### src/rtl/cbu_pkg.sv
package cbu_pkg;
  typedef struct packed {
    logic n;
    logic z;
    logic c;
    logic v;
  } flags_t;

  // Predicate base tests selected by code[3:1]; code[0] inverts them.
  typedef enum logic [2:0] {
    PB_ZERO   = 3'd0,
    PB_CARRY  = 3'd1,
    PB_NEG    = 3'd2,
    PB_OVF    = 3'd3,
    PB_HIGHER = 3'd4,
    PB_GE     = 3'd5,
    PB_GT     = 3'd6,
    PB_ALWAYS = 3'd7
  } pred_base_e;

  localparam logic [2:0] BRANCH_CLASS = 3'b101;
endpackage

### src/rtl/cbu_decode.sv
module cbu_decode #(
  parameter int XLEN  = 32,
  parameter int OFF_W = 24
) (
  input  logic [XLEN-1:0]  instr,
  output logic [3:0]       pred_code,
  output logic             is_branch,
  output logic             link_bit,
  output logic [OFF_W-1:0] offset
);
  import cbu_pkg::*;

  localparam int CLASS_LSB = OFF_W + 1;

  always_comb begin
    pred_code = instr[XLEN-1 -: 4];
    is_branch = (instr[CLASS_LSB +: 3] == BRANCH_CLASS);
    link_bit  = instr[OFF_W];
    offset    = instr[OFF_W-1:0];
  end
endmodule

### src/rtl/cbu_pred_eval.sv
module cbu_pred_eval (
  input  logic [3:0]      pred_code,
  input  cbu_pkg::flags_t flags,
  output logic            pass
);
  import cbu_pkg::*;

  logic base;
  logic sign_match;

  always_comb begin
    sign_match = (flags.n == flags.v);
    unique case (pred_base_e'(pred_code[3:1]))
      PB_ZERO:   base = flags.z;
      PB_CARRY:  base = flags.c;
      PB_NEG:    base = flags.n;
      PB_OVF:    base = flags.v;
      PB_HIGHER: base = flags.c & ~flags.z;
      PB_GE:     base = sign_match;
      PB_GT:     base = ~flags.z & sign_match;
      PB_ALWAYS: base = 1'b1;
      default:   base = 1'b0;
    endcase
    // Odd codes are the complement of their even partner; 1111 becomes never.
    pass = base ^ pred_code[0];
  end
endmodule

### src/rtl/cbu_branch_calc.sv
module cbu_branch_calc #(
  parameter int XLEN           = 32,
  parameter int OFF_W          = 24,
  parameter int WORD_SHIFT     = 2,
  parameter int PREFETCH_BYTES = 8,
  parameter int INSN_BYTES     = 4
) (
  input  logic [XLEN-1:0]  pc,
  input  logic [OFF_W-1:0] offset,
  output logic [XLEN-1:0]  target,
  output logic [XLEN-1:0]  ret_addr
);
  localparam int EXT_W = XLEN - OFF_W - WORD_SHIFT;
  localparam logic [XLEN-1:0] BACK_STEP = XLEN'(PREFETCH_BYTES - INSN_BYTES);

  logic [XLEN-1:0] disp;

  generate
    if (EXT_W > 0) begin : g_ext
      assign disp = {{EXT_W{offset[OFF_W-1]}}, offset, {WORD_SHIFT{1'b0}}};
    end else begin : g_trunc
      assign disp = XLEN'({offset, {WORD_SHIFT{1'b0}}});
    end
  endgenerate

  assign target   = pc + disp;
  assign ret_addr = pc - BACK_STEP;
endmodule

### src/rtl/cond_branch_unit.sv
module cond_branch_unit #(
  parameter int XLEN     = 32,
  parameter int OFF_W    = 24,
  parameter int LINK_REG = 14
) (
  input  logic            clk,
  input  logic            rst,
  input  logic [XLEN-1:0] instr_i,
  input  logic [XLEN-1:0] pc_i,
  input  logic [3:0]      flags_i,
  output logic            exec_en_o,
  output logic            br_taken_o,
  output logic [XLEN-1:0] br_target_o,
  output logic            link_we_o,
  output logic [3:0]      link_idx_o,
  output logic [XLEN-1:0] link_data_o
);
  import cbu_pkg::*;

  logic [3:0]      pred_code;
  logic            is_branch;
  logic            link_bit;
  logic [OFF_W-1:0] offset;
  logic            pass;
  logic [XLEN-1:0] target;
  logic [XLEN-1:0] ret_addr;
  logic            take_nxt;
  logic            link_nxt;

  cbu_decode #(.XLEN(XLEN), .OFF_W(OFF_W)) u_decode (
    .instr     (instr_i),
    .pred_code (pred_code),
    .is_branch (is_branch),
    .link_bit  (link_bit),
    .offset    (offset)
  );

  cbu_pred_eval u_pred (
    .pred_code (pred_code),
    .flags     (flags_t'(flags_i)),
    .pass      (pass)
  );

  cbu_branch_calc #(.XLEN(XLEN), .OFF_W(OFF_W)) u_calc (
    .pc       (pc_i),
    .offset   (offset),
    .target   (target),
    .ret_addr (ret_addr)
  );

  assign take_nxt   = pass & is_branch;
  assign link_nxt   = take_nxt & link_bit;
  assign link_idx_o = 4'(LINK_REG);

  always_ff @(posedge clk) begin
    if (rst) begin
      exec_en_o   <= 1'b0;
      br_taken_o  <= 1'b0;
      br_target_o <= '0;
      link_we_o   <= 1'b0;
      link_data_o <= '0;
    end else begin
      exec_en_o   <= pass;
      br_taken_o  <= take_nxt;
      br_target_o <= take_nxt ? target : '0;
      link_we_o   <= link_nxt;
      link_data_o <= link_nxt ? ret_addr : '0;
    end
  end
endmodule

### config.mk
export PLATFORM = sky130hd
export DESIGN_NAME = cond_branch_unit
export DESIGN_NICKNAME = d
export VERILOG_FILES = /design/src/rtl/cbu_pkg.sv /design/src/rtl/cbu_decode.sv /design/src/rtl/cbu_pred_eval.sv /design/src/rtl/cbu_branch_calc.sv /design/src/rtl/cond_branch_unit.sv
export SDC_FILE = /design/constraint.sdc
export NUM_CORES = 1
export LEC_CHECK = 0
export ABC_AREA = 0
export BUFFER_PORTS_ARGS = -buffer_cell sky130_fd_sc_hd__buf_2
export CORE_AREA = 2 2 95 97
export CTS_BUF_LIST = sky130_fd_sc_hd__clkbuf_4 sky130_fd_sc_hd__clkbuf_8
export DETAILED_ROUTE_END_ITERATION = 7
export DIE_AREA = 0 0 97 99
export PLACE_DENSITY_LB_ADDON = 0.05
export SYNTH_ARGS = -nofsm -noshare
export SYNTH_HDL_FRONTEND = slang
export SYNTH_SLANG_ARGS = --single-unit
### constraint.sdc
create_clock -name clk -period 2.5 [get_ports clk]
set_input_delay 0.625 -clock clk [delete_from_list [all_inputs] [get_ports clk]]
set_output_delay 0.625 -clock clk [all_outputs]
set_load 0.1 [all_outputs]
Word level (Yosys, flattened, before mapping) --
Index checks and enable logic that the tools add are counted.
Operators by class: add/subtract/negate cells 2, $mul 0, divide/modulo/power cells 0, order comparisons 0, equality and inequality tests 9, shifts and indexed selects 0, multiplexer cells 1, bitwise logic cells 8, reduce and logical (&&, ||, !) cells 3
Operator list (number):
- $add A32 B32 Y32 | 1
- $sub A32 B3 Y32 const B | 1
- $eq A3 B3 Y1 const B | 5
- $pmux W1 S8 | 1
- $eq A3 B2 Y1 const B | 2
- $and A1 B1 Y1 | 4
- $reduce_or A2 Y1 | 2
- $eq A3 B1 Y1 const B | 1
- $logic_not A3 Y1 | 1
- $not A1 Y1 | 3
- $eq A1 B1 Y1 | 1
- $xor A1 B1 Y1 | 1
Word-level totals: register bits 67, bits in latches 0, bits in writable memories 0, ROM bits 0, bits of input ports 70, output and inout port bits 71, logic and storage cells 28, memories kept 0

Logic depth before layout (Yosys ltp) --
Gate-level depths: netlist of the first run.
depth in word-level cells 8, mapped depth 10, depth with buffers taken out 9

Hierarchy --
From an unflattened synthesis of the first run, not the netlist that was laid out.
Unflattened totals: cell total of the unflattened synthesis 521, area, all modules 4439.3 um^2
By module, submodules not included:
- cbu_branch_calc | times used 1, cells each 332, area an instance 2250.9 um^2, seq. area each 0.0 um^2
- cond_branch_unit | times used 1, cells each 146, area an instance 1875.5 um^2, seq. area each 1341.3 um^2
- cbu_decode | times used 1, cells each 30, area an instance 226.5 um^2, seq. area each 0.0 um^2
- cbu_pred_eval | times used 1, cells each 13, area an instance 86.3 um^2, seq. area each 0.0 um^2

Worst setup path before layout of the first run --
No wires, ideal clock.
path type input-to-reg, start input instr_i[18], end register br_target_o[31], library setup time 120 ps, data arrival time 2450 ps, data required time 2380 ps, slack -70 ps, cell stages on the path 9, buffers on the path 1, path through ha_1 > clkbuf_1 > nand2_1 > a311oi_1 > a211oi_1 > nand2b_1 > or2_2 > and4_1 > o31a_1
Between the ends: cells in the longest elaborated chain, start to end 1
RTL lines:
- from (decl) | RTL line cond_branch_unit.sv:8 | input logic [XLEN-1:0] instr_i,
- $add A32 B32 Y32 | RTL line cbu_branch_calc.sv:26 | assign target = pc + disp;
- to (signal assigned) | RTL line cond_branch_unit.sv:65 | br_target_o <= take_nxt ? target : '0;
- to (decl) | RTL line cond_branch_unit.sv:13 | output logic [XLEN-1:0] br_target_o,
No other way between the ends. A chain may end at the register's enable or synchronous reset.

Worst setup path after layout of the first run --
start input pc_i[18], end register link_data_o[31]
Between the ends: cells in the longest elaborated chain, start to end 1
RTL lines:
- from (decl) | RTL line cond_branch_unit.sv:9 | input logic [XLEN-1:0] pc_i,
- $sub A32 B3 Y32 | RTL line cbu_branch_calc.sv:27 | assign ret_addr = pc - BACK_STEP;
- to (signal assigned) | RTL line cond_branch_unit.sv:67 | link_data_o <= link_nxt ? ret_addr : '0;
- to (decl) | RTL line cond_branch_unit.sv:16 | output logic [XLEN-1:0] link_data_o
No other way between the ends.

==> results.txt, run 1 <==
status -> finished clean
Synth warnings -> 0
RSZ-0062 raised after global routing -> no
n_diodes -> 0
hold_ws -> 0.456 ns
global-route wire length before repair -> 18,200 um
HP Class -> input port to flop
initial DRC count -> 131
antenna violations before repair -> 0
Final Power -> 0.00305 W
die height -> 99 um
vias in the first global route -> 3,919
CP Capture Type -> flop
Post-synth ARST share -> 0
post-synth top area cell -> dfxtp_1
number of nets in the layout -> 778
Pre-Repair DR Iteration Count -> 4
final wirelength -> 10,900 um
Tcrit/Tclk final -> 0.955
kind of critical path -> input port to flop
hold depth -> 2
post-synthesis compound-gate area fraction -> 0.159
Die X -> 97 um
fmax -> 419 MHz
Critical Path RT -> 2.75 ns
sequential cell area -> 1340 sq um
sequential-to-total area share from yosys stat -> 0.351
clk slew on worst S/H paths -> 0.08 ns
fillcell total -> 764
CTS tree -> built
Avg Vias per Cell -> 4.97
Hold Buf Count CTS -> 0
CTS Buffer Depth -> 2
DR vias -> 3,923
adder-cell share of the synthesized area -> 0.103
cell row count -> 34
PD cells -> 547 nW/um^2
setup tns final -> 0 ns
hold_sp -> rst
synthesis-to-layout area growth -> 45.6%
gp weighted congestion -> 0.938
Pleak -> 2.69 nW
commonest non-fill, non-tap cell in the layout -> buf_2
fraction of synthesized area in multiplexers -> 0.0111
crit path time final -> 2.39 ns
post-cts repair resize count -> 0
Yosys top cell area share -> 0.351
DRC -> 0
CTS H-tree depth -> 3
CP arrival -> 2.64 ns
Critical Path Fanout Max -> 3
Final Max Tran Viols -> 0
PortBufs -> 136
Simple-Gate Fraction of Synth Area -> 0.235
top cells by area, synth -> dfxtp_1, ha_1, xnor2_1, nor2_1, a21oi_1
Distinct cells, synth -> 63
commonest non-fill, non-tap cells in the layout -> buf_2, buf_4, nor2_1
multi-input combinational cell area -> 2440 sq um
largest net degree at the start of global routing -> 34
GR Util All Layers -> 0.232
Worst Setup Start Kind -> input port
max-cap violations -> 0
Num CTS Buffers -> 9
WL per Instance -> 13.9 um
Synth Instances -> 451
Synth Cell Area -> 3820 sq um
share of cells above drive strength 1 -> 0.389
# Post-CTS Setup Buffers -> 0
clk sinks -> 67
HPWL after DPL -> 8830 um
final setup vio count -> 0
Worst Hold End -> exec_en_o
clk root buf -> clkbuf_8
number of flops mapped to enable cells by yosys -> 0
xor/xnor cell area share of the yosys netlist -> 0.108
global route total overflow -> 0
total die area -> 9600 sq um
Worst VDD drop -> 295 uV
Synth Register Bits -> 67
I/O pin count -> 141
initial core utilization -> 0.447
Avg Cell Area, Syn -> 8.48 sq um
antenna-violating nets left -> 0
Main synth FF type -> dfxtp_1
Core Area -> 8550 sq um
largest family of logic cells by synthesized area -> simple AND/OR/NAND/NOR gates
Final Hold Viols -> 0
[metal layers]
layer | vias to the layer above | part of all wire | track usage
met4 | 0 | 0.012 | 0.0618
met1 | 1759 | 0.49 | 0.318
met5 | - | 0 | 0
li1 | 2044 | - | -
met2 | 109 | 0.44 | 0.368
met3 | 11 | 0.057 | 0.0553
[registers in the layout, summed over array words and instances (netlist names)]
| signal | count |
|---|---|
| br_target_o | 32 |
| link_data_o | 32 |
| br_taken_o | 1 |
| exec_en_o | 1 |
| link_we_o | 1 |
[Yosys cell counts, types with 2 or more instances]
cell / instances
a211oi_1: 4
a21o_1: 9
a21oi_1: 34
and2_1: 7
and3_1: 4
and4_1: 2
buf_1: 2
buf_4: 4
clkbuf_1: 5
conb_1: 2
dfxtp_1: 67
ha_1: 30
inv_1: 11
mux2i_1: 2
nand2_1: 29
nand2b_1: 6
nand3_1: 14
nand4_1: 3
nor2_1: 69
nor3_1: 18
nor3b_1: 4
nor4_1: 4
nor4_2: 2
o211a_1: 2
o211ai_1: 5
o21a_1: 7
o21ai_0: 17
o21bai_1: 3
o31ai_1: 2
or2_2: 2
or3_1: 2
or4_1: 2
or4_4: 2
xnor2_1: 33
xor2_1: 14
[through the flow]
stage	instances	setup slack [ns]	utilization	instance area, sq um
global placement	774	-0.287	0.617	5270
finish	789	0.112	0.651	5570
CTS	789	0.0316	0.645	5510
global route	789	0.00256	0.651	5570
detailed placement	774	-0.335	0.617	5270
floorplan	453	-0.0625	-	3840
[layout make-up]
cell class / instances / area share
well taps: 108 / 0.0243
clock inverters: 6 / 0.0207
clock buffers: 9 / 0.0222
repair buffers: 226 / 0.246
multi-input cells: 361 / 0.438
inverters: 12 / 0.00809
flip-flops and latches: 67 / 0.241
[worst max-delay path by stage]
stage / startpoint / end / slack (ns) / cells past startpoint
floorplan: pc_i[18] / link_data_o[31] / -0.06 / 7
global placement: pc_i[18] / link_data_o[31] / -0.29 / 8
detailed placement: pc_i[16] / br_target_o[31] / -0.33 / 10
CTS: pc_i[9] / br_target_o[28] / 0.03 / 10
global route: pc_i[3] / br_target_o[17] / 0.003 / 10
finish: pc_i[18] / link_data_o[31] / 0.11 / 8
[critical path, cell delays in order]
cell     delay [ns]
buf_2          0.10
or4_4          0.57
nor4_4         0.17
or4b_4         0.50
or3_4          0.35
nor3_2         0.13
xnor2_1        0.15
nor2_2         0.04
[report_power, final]
| part | total [W] | leakage [nW] | switching [W] | internal, W |
|---|---|---|---|---|
| clock | 0.00110 | 0.115 | 0.000439 | 0.000660 |
| sequential | 0.00109 | 0.541 | 0.00000396 | 0.00108 |
| combinational | 0.000861 | 2.03 | 0.000498 | 0.000363 |
| total | 0.00305 | 2.69 | 0.000941 | 0.00211 |
[cell families (layout without fill, tap and decap cells)]
kind of cell / Yosys count / after routing
AND/OR/NAND/NOR: 180 / 180
XOR/XNOR: 47 / 47
flip-flops: 67 / 67
adder cells (fa/ha/maj): 31 / 31
other: 2 / 4
AO/OA/AOI/OAI: 96 / 96
buffers and inverters: 25 / 253
multiplexers: 3 / 3
No activity file was read; power rests on OpenSTA's default activity.
==> run 2: changes to the inputs <==
--- a/config.mk
+++ b/config.mk
@@ -7,10 +7,11 @@
 export LEC_CHECK = 0
 export ABC_AREA = 0
-export BUFFER_PORTS_ARGS = -buffer_cell sky130_fd_sc_hd__buf_2
-export CORE_AREA = 2 2 95 97
+export CORE_AREA = 2 2 83 85
 export CTS_BUF_LIST = sky130_fd_sc_hd__clkbuf_4 sky130_fd_sc_hd__clkbuf_8
 export DETAILED_ROUTE_END_ITERATION = 7
-export DIE_AREA = 0 0 97 99
+export DIE_AREA = 0 0 85 87
+export DONT_BUFFER_PORTS = 1
 export PLACE_DENSITY_LB_ADDON = 0.05
+export SETUP_SLACK_MARGIN = 0.3
 export SYNTH_ARGS = -nofsm -noshare
 export SYNTH_HDL_FRONTEND = slang
==> constraint.sdc (replaced) <==
create_clock -name clk -period 2.5 [get_ports clk]
set_input_delay 0.5 -clock clk [delete_from_list [all_inputs] [get_ports clk]]
set_output_delay 0.5 -clock clk [all_outputs]
set_load 0.1 [all_outputs]
==> results.txt, run 2 (synthesis gave the netlist of run 1 again) <==
share of cells above drive strength 1 -> 0.236
final core occ -> 0.734
PD cells -> 581 nW/um^2
global route total overflow -> 0
CTS H-tree depth -> 3
HPWL after DPL -> 8100 um
Setup WS pre-CTS -> -0.0543 ns
hold depth -> 1
Final Hold Viols -> 0
commonest non-fill, non-tap cells in the layout -> buf_4, nor2_1, dfxtp_1
clk root buf -> clkbuf_8
final wirelength -> 10,200 um
cell row count -> 30
CP Capture Type -> flop
commonest non-fill, non-tap cell in the layout -> buf_4
final setup vio count -> 0
DRC -> 0
clk sinks -> 67
Final Power -> 0.00280 W
Core Area -> 6570 sq um
n_diodes -> 0
synthesis-to-layout area growth -> 26.0%
fmax -> 461 MHz
gp weighted congestion -> 0.890
Cells after DPL -> 607
Pre-Repair DR Iteration Count -> 4
Hold Buf Count CTS -> 0
Critical Path RT -> 2.73 ns
Pleak -> 2.07 nW
WL per Instance -> 16.3 um
initial DRC count -> 128
die height -> 87 um
largest net degree at the start of global routing -> 28
number of nets in the layout -> 639
DR vias -> 3,520
kind of critical path -> input port to flop
antenna violations before repair -> 0
Final Max Tran Viols -> 0
initial core utilization -> 0.582
Largest regs -> br_target_o (32), link_data_o (32)
antenna-violating nets left -> 0
GR Util All Layers -> 0.276
RSZ-0062 raised after global routing -> yes
status -> finished clean
fillcell total -> 521
total die area -> 7400 sq um
Worst Setup Start Kind -> input port
Worst VDD drop -> 451 uV
CTS tree -> built
Avg Vias per Cell -> 5.65
I/O pin count -> 141
PortBufs -> 0
clk slew on worst S/H paths -> 0.08 ns
CTS Buffer Depth -> 2
crit path time final -> 2.17 ns
Tcrit/Tclk final -> 0.868
CP arrival -> 2.41 ns
max-cap violations -> 0
Num CTS Buffers -> 9
PnR worst setup slack -> 0.329 ns
vias in the first global route -> 3,359
global-route wire length before repair -> 16,100 um
HP Class -> input port to flop
Die X -> 85 um
final non-filler cell total -> 623
Critical Path Fanout Max -> 3
==> run 2: path summary, 6_finish.rpt <==
| check | startpoint | end | slack (ns) |
|---|---|---|---|
| worst min-delay path | rst | exec_en_o | 0.21 |
| worst max-delay path | pc_i[18] | link_data_o[31] | 0.33 |
==> run 2: power by group <==
group / switching (W) / internal [W]
sequential: 0.00000466 / 0.00108
clock: 0.000457 / 0.000599
combinational: 0.000414 / 0.000245
==> run 2: timing repair <==
action	in CTS	in global routing
buffers inserted	0	0
hold endpoints to repair	0	0
endpoints found under the setup margin	0	3
resized for setup	0	4
==> run 2: stage by stage <==
stage,hold slack [ns],TNS [ns],area (sq um)
detailed placement,0.575,-0.0877,4560
global route,0.205,0,4820
CTS,0.196,0,4800
global placement,0.574,-0.0131,4560
floorplan,0.572,0,3880
finish,0.212,0,4820
==> run 2: layer usage <==
metal | GRT usage | part of all wire | vias up
met5 | 0 | 0 | -
met4 | 0.0851 | 0.018 | 0
met3 | 0.0692 | 0.073 | 15
met2 | 0.479 | 0.49 | 134
met1 | 0.337 | 0.42 | 1615
li1 | - | - | 1756
==> run 2: cell type report <==
class                   count  area (sq um)  share of cell area
well taps                  80           100              0.0208
flip-flops and latches     67          1340               0.278
repair buffers             87           666               0.138
clock buffers              10           138              0.0286
multi-input cells         361          2430               0.505
inverters                  12          45.0             0.00935
clock inverters             6          95.1              0.0197
==> run 2: worst max-delay path, cell delays in order <==
cell and delay [ns]:
or4_4 0.56, nor4_4 0.17, or4b_4 0.49, or3_4 0.35, nor3_2 0.13, xnor2_1 0.15
nor2_2 0.05
